File: config.mk
export PLATFORM = sky130hd
export DESIGN_NAME = pgen_top
export DESIGN_NICKNAME = d
export VERILOG_FILES = /design/src/rtl/pgen_pkg.sv /design/src/rtl/pgen_regs.sv /design/src/rtl/pgen_timebase.sv /design/src/rtl/pgen_outstage.sv /design/src/rtl/pgen_top.sv
export SDC_FILE = /design/constraint.sdc
export NUM_CORES = 1
export LEC_CHECK = 0
export BUFFER_PORTS_ARGS = -buffer_cell sky130_fd_sc_hd__clkbuf_2
export CAP_MARGIN = 20
export CORE_MARGIN = 3
export CORE_UTILIZATION = 33
export DETAILED_ROUTE_END_ITERATION = 7
export SLEW_MARGIN = 10
export SYNTH_ARGS = -nofsm -noshare
export SYNTH_HDL_FRONTEND = slang
export SYNTH_SLANG_ARGS = --single-unit
export TNS_END_PERCENT = 100
File: constraint.sdc
create_clock -name clk -period 3.42 [get_ports clk]
set_clock_uncertainty 0.15 [all_clocks]
set_input_delay 0.855 -clock clk [delete_from_list [all_inputs] [get_ports clk]]
set_output_delay 0.855 -clock clk [all_outputs]
set_load 0.02 [all_outputs]
File: src/rtl/pgen_pkg.sv
package pgen_pkg;
  localparam int ADDR_W  = 3;
  localparam int SEL_W   = 2;
  localparam int RUN_BIT = 4;

  typedef enum logic [ADDR_W-1:0] {
    A_CTRL   = 3'd0,
    A_PERIOD = 3'd1,
    A_MARGIN = 3'd2,
    A_NEXT   = 3'd3,
    A_OUT    = 3'd4,
    A_PINEN  = 3'd5,
    A_MODE   = 3'd6
  } reg_addr_e;
endpackage

File: src/rtl/pgen_regs.sv
module pgen_regs
  import pgen_pkg::*;
#(
  parameter int CNT_W = 16,
  parameter int PIN_W = 8,
  parameter int N_GRP = 2
) (
  input  logic               clk,
  input  logic               rst,
  input  logic               wr_en,
  input  logic [ADDR_W-1:0]  wr_addr,
  input  logic [CNT_W-1:0]   wr_data,
  output logic               run,
  output logic [SEL_W-1:0]   sel,
  output logic [CNT_W-1:0]   period,
  output logic [CNT_W-1:0]   margin,
  output logic [PIN_W-1:0]   nxt,
  output logic [PIN_W-1:0]   pin_en,
  output logic [N_GRP-1:0]   novl,
  output logic               wr_out,
  output logic               wr_next,
  output logic [PIN_W-1:0]   out_val
);
  assign wr_out  = wr_en && (wr_addr == A_OUT);
  assign wr_next = wr_en && (wr_addr == A_NEXT);
  assign out_val = wr_data[PIN_W-1:0];

  always_ff @(posedge clk) begin
    if (rst) begin
      run    <= 1'b0;
      sel    <= '0;
      period <= '0;
      margin <= '0;
      nxt    <= '0;
      pin_en <= '0;
      novl   <= '0;
    end else if (wr_en) begin
      case (wr_addr)
        A_CTRL: begin
          run <= wr_data[RUN_BIT];
          sel <= wr_data[SEL_W-1:0];
        end
        A_PERIOD: period <= wr_data;
        A_MARGIN: margin <= wr_data;
        A_NEXT:   nxt    <= wr_data[PIN_W-1:0];
        A_PINEN:  pin_en <= wr_data[PIN_W-1:0];
        A_MODE:   novl   <= wr_data[N_GRP-1:0];
        default: ;
      endcase
    end
  end
endmodule

File: src/rtl/pgen_timebase.sv
module pgen_timebase
  import pgen_pkg::*;
#(
  parameter int CNT_W = 16
) (
  input  logic             clk,
  input  logic             rst,
  input  logic             run,
  input  logic [SEL_W-1:0] sel,
  input  logic [CNT_W-1:0] period,
  input  logic [CNT_W-1:0] margin,
  output logic             per_hit,
  output logic             cmpa_hit,
  output logic             rise_ok
);
  localparam int PRE_W = (1 << SEL_W) - 1;

  logic [PRE_W-1:0] pre_cnt;
  logic [PRE_W-1:0] mask;
  logic [CNT_W-1:0] cnt;
  logic             tick;

  assign mask     = ~({PRE_W{1'b1}} << sel);
  assign tick     = run && ((pre_cnt & mask) == mask);
  assign per_hit  = tick && (cnt >= period);
  assign cmpa_hit = tick && (cnt == margin);
  assign rise_ok  = margin < period;

  always_ff @(posedge clk) begin
    if (rst) begin
      pre_cnt <= '0;
      cnt     <= '0;
    end else begin
      if (run) pre_cnt <= pre_cnt + 1'b1;
      if (tick) cnt <= per_hit ? '0 : cnt + 1'b1;
    end
  end
endmodule

File: src/rtl/pgen_outstage.sv
module pgen_outstage #(
  parameter int GRP_W = 4,
  parameter int N_GRP = 2,
  localparam int PIN_W = GRP_W * N_GRP
) (
  input  logic             clk,
  input  logic             rst,
  input  logic             per_hit,
  input  logic             rise_hit,
  input  logic             rise_ok,
  input  logic [PIN_W-1:0] nxt,
  input  logic [PIN_W-1:0] pin_en,
  input  logic [N_GRP-1:0] novl,
  input  logic             wr_out,
  input  logic [PIN_W-1:0] out_val,
  output logic [PIN_W-1:0] pins
);
  for (genvar g = 0; g < N_GRP; g++) begin : g_grp
    logic [GRP_W-1:0] od, pend, nd, en;
    assign nd = nxt[g*GRP_W +: GRP_W];
    assign en = pin_en[g*GRP_W +: GRP_W];

    always_ff @(posedge clk) begin
      if (rst) begin
        od   <= '0;
        pend <= '0;
      end else if (wr_out) begin
        od   <= out_val[g*GRP_W +: GRP_W];
        pend <= '0;
      end else if (per_hit) begin
        if (novl[g] && rise_ok) begin
          od   <= od & ~(en & ~nd);
          pend <= en & nd & ~od;
        end else begin
          od   <= (od & ~en) | (nd & en);
          pend <= '0;
        end
      end else if (rise_hit) begin
        od   <= od | pend;
        pend <= '0;
      end
    end

    assign pins[g*GRP_W +: GRP_W] = od;
  end
endmodule

File: src/rtl/pgen_top.sv
module pgen_top
  import pgen_pkg::*;
#(
  parameter int CNT_W = 16,
  parameter int GRP_W = 4,
  parameter int N_GRP = 2,
  localparam int PIN_W = GRP_W * N_GRP
) (
  input  logic              clk,
  input  logic              rst,
  input  logic              wr_en,
  input  logic [ADDR_W-1:0] wr_addr,
  input  logic [CNT_W-1:0]  wr_data,
  output logic [PIN_W-1:0]  pins_o,
  output logic              irq_o
);
  logic             run, wr_out, wr_next;
  logic [SEL_W-1:0] sel;
  logic [CNT_W-1:0] period, margin;
  logic [PIN_W-1:0] nxt, pin_en, out_val;
  logic [N_GRP-1:0] novl;
  logic             per_hit, cmpa_hit, rise_ok, rise_hit;

  pgen_regs #(.CNT_W(CNT_W), .PIN_W(PIN_W), .N_GRP(N_GRP)) u_regs (
    .clk(clk), .rst(rst), .wr_en(wr_en), .wr_addr(wr_addr), .wr_data(wr_data),
    .run(run), .sel(sel), .period(period), .margin(margin), .nxt(nxt),
    .pin_en(pin_en), .novl(novl), .wr_out(wr_out), .wr_next(wr_next),
    .out_val(out_val)
  );

  pgen_timebase #(.CNT_W(CNT_W)) u_tb (
    .clk(clk), .rst(rst), .run(run), .sel(sel), .period(period),
    .margin(margin), .per_hit(per_hit), .cmpa_hit(cmpa_hit), .rise_ok(rise_ok)
  );

  assign rise_hit = cmpa_hit && rise_ok;

  pgen_outstage #(.GRP_W(GRP_W), .N_GRP(N_GRP)) u_out (
    .clk(clk), .rst(rst), .per_hit(per_hit), .rise_hit(rise_hit),
    .rise_ok(rise_ok), .nxt(nxt), .pin_en(pin_en), .novl(novl),
    .wr_out(wr_out), .out_val(out_val), .pins(pins_o)
  );

  always_ff @(posedge clk) begin
    if (rst)           irq_o <= 1'b0;
    else if (cmpa_hit) irq_o <= 1'b1;
    else if (wr_next)  irq_o <= 1'b0;
  end
endmodule

==> results.cfg <==
[sta]
setup_viol = 0
fmax_ghz = 0.3354
rsz0062_at_grt = false
fin_crit_sh = 0.8718
slew_violations = 0
finalHoldViolCount = 0
slew_headroom = 0.5227
tns_ns = 0
tightest_slew_ns = 0.7160
period_needed_ns = 2.982

[drt]
drt_iter0_markers = 195
vias_per_cell = 5.156
drc = 0
drt_wl_total_mm = 11.97
num_vias = 4089
routedWlPerCell_um = 15.10
dr.pass1.iters = 4
final_antenna_net_count = 0

[worst_setup_path]
cpMaxStageDelayCell = dfxtp_1
crit_chain = ha_1 -> a21oi_1 -> nand2_1 -> a211oi_1 -> a211oi_2 -> nor2_2 -> buf_4 -> nand3b_1 -> a2bb2oi_1 -> mux2_1
crit_buf_inv = 1
critPathLaunchType = flop
critPathMaxFanout = 21
end_kind = flop
arrival_ns = 3.06
critPathKind = reg2reg
max_stage_delay_ns = 0.46
critPathRequiredTime_ns = 3.50
cpLargestDelayFamily = compound AO/OA/AOI/OAI gates

[yosys]
synth_edf_count = 0
synth_area_per_cell_um2 = 8.040
yosys_warnings = 0
yosys.area.top_type = dfxtp_1
synthTopCellsByArea = dfxtp_1 (38%), nand2_1 (9.5%), ha_1 (8.7%), a21oi_1 (6.9%), nor2_1 (4.9%)
syn_inst = 589
synth-async-reset-ratio = 0
yosysSeqAreaShare = 0.3762
syn_area_um2 = 4736
synth_top_cell_area_share = 0.3762
ys_ff_latch = 89
synthDistinctLibCells = 45
synth_nets = 644
synthFlopType = dfxtp_1

[cts]
cts_resized = 0
cts_buffer_depth = 2
cts.reportedPaths.clkPinSlew_ns = 0.06
cts_hold_buf = 0
tritoncts = done
insertion_delay_ns = 0.35
htreeDepth = 3
cts_sinks = 89
cts_made_buffers = 9
post_cts_buffers = 0
root_buffer = clkbuf_16

[final_layout]
nets = 663
areaGrowthSynthToFinish_pct = 11.97
num-fill-cells = 1411
drive_gt1_frac = 0.09462
stdcell_count = 793
final_common_cell = nand2_1
mostFrequentLayoutCells = nand2_1 (120), dfxtp_1 (89), a21oi_1 (65), nor2_1 (62), ha_1 (33)
antenna_cells = 0

[placed_design]
hpwl_mm = 8.816
dp.cells = 777
gp_congestion = 0.9247
port_buffers = 30

[floorplanning]
dieArea_um2 = 15820
design.core.area_um2 = 13930
die_width_um = 125.8
pin_count = 31
die_h_um = 125.8
rows = 43
start_util = 0.3399

[grt]
grt_start_max_net_pins = 42
grt_first_pass_wirelength_mm = 20.00
globalRoute.totalOverflow = 0
antenna_found_initial = 0
first_global_vias = 4102
grt_usage = 0.1540

[power]
p_per_area_nw_per_um2 = 407.9
power.leakage_uw = 0.002122
ir_worst_vdd_mv = 0.2680

[min_path]
min_path_type = reg2reg

[run_status]
status = completed

[job]
max-cap-violations = 0
-- through the flow --
step / hold WS, ns / power [uW] / setup WS, ns / utilization / area (um2)
3_5_place_dp: 0.2963 / 1257 / 0.5117 / 0.3608 / 5027
5_1_grt: 0.3270 / 2254 / 0.2782 / 0.3805 / 5303
3_3_place_gp: 0.2959 / 1253 / 0.5745 / 0.3608 / 5027
6_report: 0.3050 / 2163 / 0.4384 / 0.3805 / 5303
2_1_floorplan: 0.2863 / 1199 / 0.9174 / - / 4736
4_1_cts: 0.3049 / 2189 / 0.4906 / 0.3805 / 5303
-- registers in the layout, indices dropped and copies added (netlist names), named ones only --
register	flops
u_regs.margin	16
u_regs.period	16
u_tb.cnt	16
u_out.g_grp.pend	8
u_regs.nxt	8
u_regs.pin_en	8
u_tb.pre_cnt	3
u_regs.novl	2
u_regs.sel	2
irq_o	1
u_regs.run	1
-- where the power goes --
part / internal (uW) / leakage (uW) / total (uW) / switching [uW]
clock: 529 / 0.000139 / 928 / 399
sequential: 1050 / 0.000719 / 1060 / 13.0
combinational: 61.0 / 0.00126 / 170 / 109
-- final cells by class --
cell class	count	area, um2	area share
clock inverter	3	15.01	0.002832
timing repair buffer	36	195.2	0.03681
sequential	89	1782	0.3360
multi-input combinational	453	2754	0.5193
clock buffer	13	260.3	0.04908
inverter	19	71.32	0.01345
tap	180	225.2	0.04247
-- layer usage --
metal	up-vias	track usage	routed length, um
li1	2067	-	-
met2	78	0.2665	5807
met3	22	0.03181	382
met5	-	0	0
met1	1922	0.1870	5486
met4	0	0.06246	297
-- Yosys cell counts, drive strengths merged (3+ instances only) --
cell type	number
dfxtp	89
a21oi	66
xnor2	12
nand3b	3
xor2	21
nand3	13
a22oi	8
nand4	17
nor2b	10
nor2	63
mux2i	15
nor3	13
buf	8
a2111oi	7
a21o	3
inv	19
mux2	7
ha	33
nand2b	4
nand2	120
o21ai	9
a2bb2oi	7
clkbuf	20
a211oi	3
-- worst register-to-register path, delay by kind of cell, from the launching register on --
kind            cells  cell delay (ns)
fa+ha+maj           1             0.31
simple gates        3             0.45
compound gates      4             0.86
mux                 1             0.34
buf+inv             1             0.30
flops               1             0.46
-- cell families (layout without fill, tap and decap cells) --
group | Yosys count | in the layout | share of synthesized area
xor+xnor | 33 | 33 | 0.06103
buf+inv | 47 | 71 | 0.04227
fa+ha+maj | 33 | 33 | 0.08719
mux | 22 | 22 | 0.04835
simple gates | 252 | 252 | 0.2330
flops | 89 | 89 | 0.3762
compound gates | 113 | 113 | 0.1519
-- final timing paths --
path | start | cells after the start | to | slack (ns)
setup / recovery | u_tb.cnt[10]$_SDFFE_PP0P_ | 10 | flop | 0.44
hold / removal | u_regs.period[4]$_SDFFE_PP0P_ | 2 | u_regs.period[4]$_SDFFE_PP0P_ | 0.31
setup reg to reg | u_tb.cnt[10]$_SDFFE_PP0P_ | 10 | flop | 0.44
hold reg to reg | u_regs.period[4]$_SDFFE_PP0P_ | 2 | u_regs.period[4]$_SDFFE_PP0P_ | 0.31
Power figures use the tool's default switching activity.
